### config.mk
export PLATFORM = sky130hd
export DESIGN_NAME = oeg_net
export DESIGN_NICKNAME = d
export VERILOG_FILES = /design/src/rtl/oeg_net.sv
export SDC_FILE = /design/constraint.sdc
export NUM_CORES = 1
export LEC_CHECK = 0
export BUFFER_PORTS_ARGS = -buffer_cell sky130_fd_sc_hd__buf_2
export CORE_MARGIN = 10
export CORE_UTILIZATION = 45
export DETAILED_ROUTE_END_ITERATION = 6
export GPL_TIMING_DRIVEN = 0
export HOLD_SLACK_MARGIN = 0.15
export PLACE_DENSITY = 0.67
export SETUP_SLACK_MARGIN = 0.2
export SLEW_MARGIN = 5
export SYNTH_ARGS = -nofsm -noshare
export SYNTH_HDL_FRONTEND = slang
export SYNTH_SLANG_ARGS = --single-unit
### constraint.sdc
create_clock -name clk -period 2.75 [get_ports clk]
set_input_delay 0.1375 -clock clk [delete_from_list [all_inputs] [get_ports clk]]
set_output_delay 0.1375 -clock clk [all_outputs]
set_load 0.05 [all_outputs]
### src/rtl/oeg_net.sv
module oeg_net #(
  parameter int W = 16,
  parameter int L = 4
) (
  input  logic                 clk,
  input  logic                 rst_n,
  input  logic                 in_valid,
  output logic                 in_ready,
  input  logic [1:0]           in_mode,
  input  logic [$clog2(L)-1:0] in_src,
  input  logic [L*W-1:0]       in_data,
  output logic                 out_valid,
  output logic                 out_done,
  output logic [L*W-1:0]       out_data
);
  localparam int N  = 2 * L;
  localparam int SW = $clog2(N);
  localparam int LW = $clog2(L);

  typedef enum logic [2:0] {IDLE, LOAD, SHIFT, OUT0, OUT1} ph_t;

  ph_t           ph;
  logic [SW-1:0] step;
  logic [1:0]    mode_q;
  logic [LW-1:0] src_q;
  logic [W-1:0]  ring [N];
  logic [W-1:0]  dst  [N];
  logic          acc;

  function automatic logic [SW-1:0] elem_of(int p, logic [1:0] m, logic [LW-1:0] s);
    case (m)
      2'b01:   return (p < L) ? SW'(2 * p) : SW'(2 * (p - L) + 1);
      2'b10:   return (p < L) ? SW'(s) : SW'(s) + SW'(L);
      default: return SW'(p);
    endcase
  endfunction

  assign in_ready  = (ph == IDLE);
  assign acc       = in_valid && in_ready;
  assign out_valid = (ph == OUT0) || (ph == OUT1);
  assign out_done  = (ph == OUT1);

  for (genvar k = 0; k < L; k++) begin : g_lane
    assign out_data[k*W +: W] = (ph == OUT0) ? dst[k] :
                                (ph == OUT1) ? dst[k+L] : '0;
  end

  always_ff @(posedge clk or negedge rst_n) begin
    if (!rst_n) begin
      ph     <= IDLE;
      step   <= '0;
      mode_q <= '0;
      src_q  <= '0;
    end else begin
      case (ph)
        IDLE: if (acc) begin
          mode_q <= in_mode;
          src_q  <= in_src;
          ph     <= LOAD;
        end
        LOAD: begin
          step <= '0;
          ph   <= SHIFT;
        end
        SHIFT: begin
          step <= step + 1'b1;
          if (step == SW'(N - 1)) ph <= OUT0;
        end
        OUT0:    ph <= OUT1;
        OUT1:    ph <= IDLE;
        default: ph <= IDLE;
      endcase
    end
  end

  always_ff @(posedge clk or negedge rst_n) begin
    if (!rst_n) begin
      for (int p = 0; p < N; p++) begin
        ring[p] <= '0;
        dst[p]  <= '0;
      end
    end else begin
      for (int p = 0; p < N; p++) begin
        if ((p < L) ? acc : (ph == LOAD))
          ring[p] <= in_data[(p % L)*W +: W];
        else if (ph == SHIFT)
          ring[p] <= ring[(p + N - 1) % N];
        if (ph == SHIFT && step == SW'(p) - elem_of(p, mode_q, src_q))
          dst[p] <= ring[p];
      end
    end
  end
endmodule


==> out/metrics.yaml, run 1 <==
antenna_cells: 0
ir_drop_mv: 0.602
fp.dieArea_sq_um: 33800
final_cell_mix: "266 x dfrtp_1, 150 x nand2_1, 136 x buf_2, 115 x o21ai_0, 113 x mux2i_1"
switchingPower_w: 0.00797
cts_max_level: 1
yosys_register_bits: 266
cts_tree: "built"
cp.required_ns: 3.17
antenna_left: 0
synth_area_sq_um: 12100
pre_cts_slack_ns: -0.431
crit_type: "reg -> reg"
endpoint_kind: "flip-flop"
die_y_microns: 184
synth_top_area_share_pct: 55.1
whs_ns: 0.158
die_width_microns: 184
via_count: 9249
comb_power_share_pct: 43.5
synth_top_area_cell: "dfrtp_1"
totalWireLength_mm: 39.1
io_pins: 138
r2r-end: "dst[63]$_DFFE_PN0P_"
final.setup.worst_slack_ns: 0.211
slew_headroom_pct: 35.3
synth.distinct_cells: 39
final_max_slew_viol_count: 0
arrival_ns: 2.96
drtIter0Drc: 857
ys_warn_count: 0
place_hpwl_mm: 27.7
start_kind: "flip-flop"
finClkSkew_ns: 0.0107
nets: 1342
drc_errors: 0
drtPass1Iterations: 6
antenna_found_initial: 0
core_sq_um: 26200
p_clk_share_pct: 19.6
grt_usage_pct: 22.8
final_common_cell: "dfrtp_1"
fmax_ghz: 0.394
start_util_pct: 46.1
grt-ovfl-total: 0
timing_hold_violations_final: 0
post-route-period-util_pct: 92.3
cts_buffer_depth: 3
rsz0062_at_grt: "yes"
internal_power_w: 0.0123
port_buffers: 137
power_switching_share_pct: 39.3
area_delta_synth_final_pct: 28.1
p_per_area_nw_per_um2: 1310
fin_util_pct: 59.0
outcome: "finished clean"
post_dp_cell_area_sq_um: 13300
setup_viol: 0
wire_per_inst_microns: 24.1
p_leak_nw: 7.41
drv_cap: 0
grt_pass1_wl_mm: 58.7
crit_fanout: 8
reg2regPathDepth: 8
pwr-share-seq_pct: 36.9
clk_pin_slew_worst_paths_ns: 0.06
cts_root_buf: "clkbuf_16"
synth_area_per_cell_sq_um: 12.0
vias_per_cell: 5.71
worst_pin_slew_ns: 0.971
grt_pass1_vias: 9410
hold_class: "in -> async"
synth.area.top_cells: "dfrtp_1 55%, mux2_2 10%, mux2i_1 9.4%"
synth_cells: 1005
grt_max_degree: 102
r2r_slack_ns: 0.21
worstSkewPairLatency_ns: 0.55
r2r-start: "ph[2]$_DFFE_PN0P_"
yosysSeqAreaShare_pct: 55.1
numCtsBuffers: 29
core.rowCount: 59
place.gp.congestion: 0.878
clock_sinks: 266
layout_min_cycle_time_ns: 2.54
total_power_w: 0.0203
fin_area_sq_um: 15500
syn_nets: 1085
final_layout_size_suffix_gt1_share_pct: 30.9
worst max path at each step:
stage                      endpoint                   from  depth (start not counted)  slack, ns
2_1_floorplan   dst[53]$_DFFE_PN0P_  mode_q[0]$_DFFE_PN0P_                          9       0.25
3_5_place_dp   dst[122]$_DFFE_PN0P_  mode_q[0]$_DFFE_PN0P_                         10      -0.43
4_1_cts                out_data[13]      ph[1]$_DFFE_PN0P_                          6       0.14
5_1_grt                out_data[11]      ph[1]$_DFFE_PN0P_                          6       0.16
6_report        dst[63]$_DFFE_PN0P_      ph[2]$_DFFE_PN0P_                          8       0.21
3_3_place_gp    dst[40]$_DFFE_PN0P_                  rst_n                          1      -3.42
sequential cells by signal, indices dropped and copies added (netlist names):
| register | flops |
|---|---|
| mode_q | 2 |
| ph | 3 |
| step | 3 |
| dst | 128 |
| ring | 128 |
| src_q | 2 |
routing by layer:
metal	routed length, microns	GRT usage (%)	part of all wire (%)
met4	1070	6.88	2.7
met1	16100	29.2	41
met3	2740	4.39	7.0
met2	19200	38.5	49
met5	0	0	0
final cells by class:
class,count,area [sq um]
clock buffer,46,860
buffer,74,455
multi-input combinational,659,5250
sequential,266,6660
timing repair buffer,226,1690
clock inverter,8,119
tap,335,419
fill,2155,10700
inverter,6,22.5
critical path, cell delays in order (launching register included):
cell,delay [ns]
dfrtp_1,0.37
buf_6,0.13
or3b_1,0.38
buf_6,0.15
or4_4,0.46
a211oi_4,0.29
buf_12,0.18
buf_4,0.13
mux2_2,0.33
power by group through the flow:
stage	clock (W)	sequential, W	combinational (W)
finish	0.00398	0.00748	0.00883
global route	0.00417	0.00765	0.00949
CTS	0.00402	0.00745	0.00868
detailed placement	0	0.00750	0.00781
global placement	0	0.00746	0.00761
floorplan	0	0.00672	0.00599
cell families (layout without fill, tap and decap cells):
group | count (synthesis) | after routing | synth area share [%]
buffers and inverters | 80 | 360 | 2.80
muxes | 243 | 243 | 22.1
DFF | 266 | 266 | 55.1
and+or+nand+nor | 181 | 181 | 6.29
xor gates and xnor gates | 14 | 14 | 1.02
AOI/OAI and AO/OA | 212 | 212 | 11.7
adders and majority gates | 9 | 9 | 0.933
what timing repair did:
action	in CTS	in global routing
endpoints found under the hold margin	270	0
endpoints found under the setup margin	258	122
gates resized for setup	78	25
hold buffers	70	0
setup buffers	14	1
gates cloned	2	0
pin swaps	6	4
stage by stage:
| step | instances | setup TNS (ns) |
|---|---|---|
| after floorplan | 1005 | 0 |
| after global placement | 1477 | -928.29 |
| after detailed placement | 1479 | -29.04 |
| after CTS | 1619 | 0 |
| after global routing | 1620 | 0 |
| final | 1620 | 0 |
synthesized netlist by cell type, drive strengths merged:
master / n
and2: 3
o21a: 2
or3b: 1
nor2: 4
a22o: 66
o211ai: 2
o221ai: 1
buf: 24
xnor2: 7
inv: 6
or4: 2
a211oi: 4
nand3: 3
nand2b: 2
mux2: 130
or2: 2
nand4b: 1
nor3b: 4
nand2: 150
a21o: 1
dfrtp: 266
o311ai: 1
nor2b: 3
ha: 9
a22oi: 16
and3b: 1
o21ai: 115
xor2: 7
clkbuf: 50
a21oi: 4
nor3: 4
mux2i: 113
nor4b: 1
No activity file was read; power rests on OpenSTA's default activity.
==> run 2, diff against run 1 <==
--- a/config.mk
+++ b/config.mk
@@ -6,13 +6,14 @@
 export NUM_CORES = 1
 export LEC_CHECK = 0
 export BUFFER_PORTS_ARGS = -buffer_cell sky130_fd_sc_hd__buf_2
+export CELL_PAD_IN_SITES_DETAIL_PLACEMENT = 2
+export CELL_PAD_IN_SITES_GLOBAL_PLACEMENT = 2
 export CORE_MARGIN = 10
-export CORE_UTILIZATION = 45
+export CORE_UTILIZATION = 36
 export DETAILED_ROUTE_END_ITERATION = 6
 export GPL_TIMING_DRIVEN = 0
 export HOLD_SLACK_MARGIN = 0.15
-export PLACE_DENSITY = 0.67
-export SETUP_SLACK_MARGIN = 0.2
+export PLACE_DENSITY_LB_ADDON = 0.1
 export SLEW_MARGIN = 5
 export SYNTH_ARGS = -nofsm -noshare
 export SYNTH_HDL_FRONTEND = slang
==> constraint.sdc (replaced) <==
create_clock -name clk -period 2.3 [get_ports clk]
set_input_delay 0.115 -clock clk [delete_from_list [all_inputs] [get_ports clk]]
set_output_delay 0.115 -clock clk [all_outputs]
set_load 0.05 [all_outputs]
==> run 2 against run 1 <==
  * The flow now finishes with violations (setup timing)
  * Design area rose by 13%
  * Sequential share of layout area fell by 5.0 points
  * Global-route usage rose by 2.3 points
  * Die area rose by 22%
  * Cell count rose by 9.8%
  * Worst hold slack got worse by 0.019 ns
  * Critical path type unchanged
  * Critical endpoint is now dst[16]$_DFFE_PN0P_
  * Largest power group unchanged
==> out/metrics.yaml, run 2 (synthesis results as in run 1) <==
slew_headroom_pct: 44.5  # +9.2 points
place_hpwl_mm: 33.5  # +21%
final_common_cell: "dfrtp_1"
place.gp.congestion: 0.822  # -6.4%
cts_max_level: 1  # unchanged
numCtsBuffers: 31  # +6.9%
final.setup.worst_slack_ns: -0.295  # -0.506 ns
p_leak_nw: 8.26  # +11%
crit_fanout: 5  # -3
drv_cap: 0  # unchanged
endpoint_kind: "flip-flop"
port_buffers: 137  # unchanged
setup_viol: 162  # +162
clock_sinks: 266  # unchanged
cts_buffer_depth: 3  # unchanged
grt-ovfl-total: 0  # unchanged
fin_cells: 1779  # +9.8%
fp.dieArea_sq_um: 41300  # +22%
p_per_area_nw_per_um2: 1610  # +23%
antenna_left: 0  # unchanged
rsz0062_at_grt: "yes"
nets: 1393  # +3.8%
drc_errors: 0  # unchanged
wire_per_inst_microns: 31.3  # +30%
grt_usage_pct: 25.1  # +2.3 points
grt_pass1_wl_mm: 77.5  # +32%
r2r_slack_ns: -0.30  # -0.51 ns
clk_pin_slew_worst_paths_ns: 0.07  # about the same
die_y_microns: 203  # +11%
drtIter0Drc: 691  # -19%
finClkSkew_ns: 0.0181  # +0.00746 ns
violations: "setup timing"
arrival_ns: 3.04  # +0.08 ns
worst_path_max_delay_cell: "dfrtp_2"
fmax_ghz: 0.385  # -2.2%
area_delta_synth_final_pct: 44.9
hold_class: "in -> async"
timing_hold_violations_final: 0  # unchanged
grt_pass1_vias: 11357  # +21%
post-route-period-util_pct: 113  # +21 points
start_kind: "flip-flop"
outcome: "complete, but fails checks"
final_layout_size_suffix_gt1_share_pct: 38.4  # +7.5 points
core.rowCount: 66  # +12%
cts_root_buf: "clkbuf_16"
path_cells: "inv_2 > ha_4 > a21oi_4 > or2_4 > inv_2 > ha_4 > xnor2_4 > a211oi_4 > buf_6 > buf_8 > mux2_4"
largestRegisters: "dst: 128 flops, ring: 128 flops"
die_width_microns: 203  # +11%
crit_type: "reg -> reg"
antenna_cells: 0  # unchanged
totalWireLength_mm: 55.6  # +42%
start_util_pct: 36.8  # -9.2 points
ir_drop_mv: 0.684  # +14%
via_count: 9991  # +8.0%
crit_path_max_incr_delay_ns: 0.44  # -0.02 ns
worst_pin_slew_ns: 0.833  # -0.138 ns
grt_max_degree: 102  # unchanged
dp_cells: 1586  # +7.2%
cp.required_ns: 2.74  # -0.43 ns
vias_per_cell: 5.62  # -1.6%
io_pins: 138  # unchanged
finalSetupTns_ns: -19.08  # -19.08 ns
worstSkewPairLatency_ns: 0.57  # +0.02 ns
antenna_found_initial: 0  # unchanged
final_cell_mix: "263 x dfrtp_1, 150 x nand2_1, 115 x o21ai_0, 113 x mux2i_1, 83 x mux2_2"
pre_cts_slack_ns: -1.10  # -0.669 ns
layout_min_cycle_time_ns: 2.60  # +0.0561 ns
cts_tree: "built"
core_sq_um: 32800  # +25%
final_max_slew_viol_count: 0  # unchanged
drtPass1Iterations: 6  # unchanged
## run 2: changes by cell type in the layout (fill, tap and decap cells not counted), sizes merged
cell	change
clkinv	+6
clkbuf	-2
inv	-1
buf	+50
bufinv	-2
clkdlybuf4s15	+1
## run 2: where the power goes
| part | internal, W | total, W | switching, W |
|---|---|---|---|
| Combinational | 0.00662 | 0.0140 | 0.00735 |
| Clock | 0.00280 | 0.00487 | 0.00207 |
| Sequential | 0.00700 | 0.00933 | 0.00234 |
## run 2: through the flow
step                hold slack [ns]  utilization, %  power (W)  instance area [sq um]
finish                        0.139            53.3     0.0282                  17500
global route                  0.197            53.3     0.0294                  17500
CTS                           0.185            51.4     0.0263                  16800
detailed placement            0.161            41.1     0.0191                  13500
global placement              0.325            40.9     0.0186                  13400
floorplan                    -0.181               -     0.0153                  12200
## run 2: worst paths after layout
check                           cells past startpoint                     to                  start
worst max-delay path                               11    dst[16]$_DFFE_PN0P_  mode_q[0]$_DFFE_PN0P_
worst min-delay path                                2    dst[63]$_DFFE_PN0P_                  rst_n
worst max register to register                     11    dst[16]$_DFFE_PN0P_  mode_q[0]$_DFFE_PN0P_
worst min register to register                      1   dst[115]$_DFFE_PN0P_   dst[115]$_DFFE_PN0P_
max in group asynchronous                           4  ring[118]$_DFFE_PN0P_                  rst_n
min in group clk                                    4  mode_q[0]$_DFFE_PN0P_             in_mode[0]
## run 2: repair_timing
| item | CTS | global route |
|---|---|---|
| gates cloned | 9 | 5 |
| setup buffers | 41 | 19 |
| pin swaps | 45 | 26 |
| endpoints found under the setup margin | 306 | 312 |
| hold endpoints to repair | 221 | 0 |
| hold buffers | 70 | 0 |
| gates resized for setup | 301 | 146 |
## run 2: layout make-up
type                       count  area (sq um)
inverter                       6          22.5
sequential                   266          6660
clock inverter                11          80.1
clock buffer                  46           902
fill                        3089         15300
buffer                        67           719
timing repair buffer         282          2880
tap                          442           553
multi-input combinational    659          5670
## run 2: per-layer routing
| layer | part of all wire (%) | global-route usage [%] | wire length [microns] | vias up |
|---|---|---|---|---|
| li1 | - | - | - | 4194 |
| met1 | 41 | 30.7 | 22500 | 5355 |
| met2 | 50 | 43.8 | 28100 | 335 |
| met3 | 4.6 | 3.71 | 2580 | 107 |
| met4 | 4.4 | 9.83 | 2420 | 0 |
| met5 | 0 | 0 | 0 | - |
## run 2: worst max-delay path: cells and delay by family, from the launching register on
family,cells,cell delay (ns)
buffers and inverters,4,0.47
flip-flops,1,0.44
AO/OA/AOI/OAI,2,0.41
adder cells (fa/ha/maj),2,0.39
multiplexers,1,0.31
AND/OR/NAND/NOR,1,0.29
XOR/XNOR,1,0.14
==> run 3, diff against run 2 <==
--- a/config.mk
+++ b/config.mk
@@ -13,7 +13,8 @@
 export DETAILED_ROUTE_END_ITERATION = 6
 export GPL_TIMING_DRIVEN = 0
 export HOLD_SLACK_MARGIN = 0.15
-export PLACE_DENSITY_LB_ADDON = 0.1
+export PLACE_DENSITY = 0.88
+export SKIP_LAST_GASP = 1
 export SLEW_MARGIN = 5
 export SYNTH_ARGS = -nofsm -noshare
 export SYNTH_HDL_FRONTEND = slang
==> run 3 against run 2 <==
  * The run still ends with setup timing left
  * Critical path depth shrank 5
  * Worst hold slack gained 0.19 ns
  * Combinational power grew 4%
  * Via count grew 9.4%
  * First-iteration DRC count grew 41%
  * Cell count shrank 0.39%
  * Design area shrank 1.4%
  * Critical endpoint is now ring[126]$_DFFE_PN0P_
==> out/metrics.yaml, run 3 (synthesis results as in run 1) <==
outcome: "complete, but fails checks"
violations: "setup timing"
area_delta_synth_final_pct: 42.9
final_cell_mix: "262 x dfrtp_1, 149 x nand2_1, 114 x o21ai_0, 113 x mux2i_1, 102 x mux2_2"
crit_fanout: 10  # +5
setup_viol: 194  # +20%
whs_endpoint: "ring[105]$_DFFE_PN0P_"
endpoint_kind: "flip-flop"
fp.dieArea_sq_um: 41300  # unchanged
internal_power_w: 0.0160  # -2.3%
slew_headroom_pct: 44.0  # -0.46 points
cts_tree: "built"
ir_drop_mv: 0.600  # -12%
drv_cap: 0  # unchanged
hold_depth: 4
power_switching_share_pct: 45.2  # +3.5 points
wire_per_inst_microns: 38.2  # +22%
core_sq_um: 32800  # unchanged
grt_max_degree: 116  # +14%
total_power_w: 0.0293  # +3.9%
final.setup.worst_slack_ns: -0.296  # -0.000761 ns
grt_pass1_wl_mm: 89.9  # +16%
final_layout_size_suffix_gt1_share_pct: 38.8  # +0.35 points
r2r-start: "ph[1]$_DFFE_PN0P_"
grt-ovfl-total: 0  # unchanged
antenna_found_initial: 1  # +1
worstSkewPairLatency_ns: 0.58  # about the same
timing_hold_violations_final: 0  # unchanged
totalWireLength_mm: 67.7  # +22%
whs_ns: 0.332  # +0.193 ns
die_y_microns: 203  # unchanged
hold_class: "in -> reg"
reg2regPathDepth: 6  # -5
via_count: 10934  # +9.4%
cts_buffer_depth: 3  # unchanged
fin_cells: 1772  # -0.39%
nets: 1388  # -0.36%
drtPass1Iterations: 5  # -1
dp_cells: 1586  # unchanged
switchingPower_w: 0.0132  # +13%
pwr-share-seq_pct: 33.2  # about the same
numCtsBuffers: 30  # -3.2%
post-route-period-util_pct: 113  # about the same
place.gp.congestion: 0.856  # +4.1%
r2r_slack_ns: -0.30  # about the same
die_width_microns: 203  # unchanged
vias_per_cell: 6.17  # +9.9%
start_kind: "flip-flop"
finClkSkew_ns: 0.0253  # +0.00717 ns
fin_util_pct: 52.6  # -0.74 points
arrival_ns: 3.01  # -0.03 ns
drc_errors: 0  # unchanged
cts_root_buf: "clkbuf_16"
hp-start: "in_data[25]"
p_clk_share_pct: 17.2  # about the same
rsz0062_at_grt: "yes"
finalSetupTns_ns: -24.92  # -5.84 ns
antenna_cells: 0  # unchanged
place_hpwl_mm: 35.3  # +5.2%
core.rowCount: 66  # unchanged
worst_pin_slew_ns: 0.840  # +0.00683 ns
p_leak_nw: 8.11  # -1.8%
clock_sinks: 266  # unchanged
clk_pin_slew_worst_paths_ns: 0.07  # about the same
start_util_pct: 36.8  # unchanged
drtIter0Drc: 971  # +41%
grt_pass1_vias: 12340  # +8.7%
antenna_left: 0  # unchanged
r2r-end: "ring[126]$_DFFE_PN0P_"
final_common_cell: "dfrtp_1"
crit_type: "reg -> reg"
fmax_ghz: 0.385  # about the same
cts_max_level: 1  # unchanged
final_max_slew_viol_count: 0  # unchanged
layout_min_cycle_time_ns: 2.60  # +0.000761 ns
grt_usage_pct: 29.5  # +4.4 points
p_per_area_nw_per_um2: 1700  # +5.4%
cp.required_ns: 2.71  # -0.03 ns
largestRegisters: "dst: 128 flops, ring: 128 flops"
port_buffers: 137  # unchanged
io_pins: 138  # unchanged
comb_power_share_pct: 49.6  # about the same
-- run 3: worst max-delay path by stage --
stage / from / end / slack (ns)
2_1_floorplan: ph[2]$_DFFE_PN0P_ / dst[17]$_DFFE_PN0P_ / -0.17
3_3_place_gp: rst_n / dst[105]$_DFFE_PN0P_ / -3.83
3_5_place_dp: mode_q[0]$_DFFE_PN0P_ / dst[72]$_DFFE_PN0P_ / -0.93
4_1_cts: ph[1]$_DFFE_PN0P_ / dst[55]$_DFFE_PN0P_ / -0.26
5_1_grt: mode_q[1]$_DFFE_PN0P_ / dst[18]$_DFFE_PN0P_ / -0.33
6_report: ph[1]$_DFFE_PN0P_ / ring[126]$_DFFE_PN0P_ / -0.30
-- run 3: layout make-up --
class	count	area, sq um
Fill cell	3060	15500
Sequential cell	266	6660
Multi-Input combinational cell	659	5580
Timing Repair Buffer	283	2800
Clock buffer	42	877
Buffer	62	637
Tap cell	442	553
Clock inverter	12	114
Inverter	6	22.5
-- run 3: routing by layer --
layer  global-route usage [%]  wire length (microns)  share of wire, %  vias to the layer above
li1                         -                      -                 -                     4181
met4                     17.5                   5630               8.3                        2
met5                        0                     13             0.019                        -
met1                     33.1                  23400                35                     5717
met2                     52.1                  33500                49                      723
met3                     4.57                   5180               7.6                      311
-- run 3: what timing repair did --
action	CTS	global route
buffers inserted	45	20
pin swaps	35	48
gates resized for setup	300	122
hold endpoints to repair	284	0
hold buffers	72	0
gates cloned	11	2
endpoints found under the setup margin	330	302
-- run 3: stage by stage --
| step | cell area (sq um) | setup slack (ns) |
|---|---|---|
| after floorplan | 12200 | -0.167 |
| after global placement | 13400 | -3.83 |
| after detailed placement | 13500 | -0.932 |
| after CTS | 16900 | -0.263 |
| after global routing | 17200 | -0.327 |
| final | 17200 | -0.296 |
-- run 3: power by group through the flow --
stage	combinational, W	sequential (W)	clock, W
2_1_floorplan	0.00730	0.00804	0
3_3_place_gp	0.00942	0.00883	0
3_5_place_dp	0.0102	0.00907	0
4_1_cts	0.0126	0.00915	0.00493
5_1_grt	0.0150	0.00977	0.00525
6_report	0.0145	0.00972	0.00505
-- run 3: worst max-delay path, stage by stage, from the launching register on --
cell and delay (ns):
dfrtp_2 0.44, or3b_4 0.44, buf_4 0.16, buf_2 0.24, clkdlybuf4s15_2 0.45, mux2i_1 0.24
o21ai_0 0.45
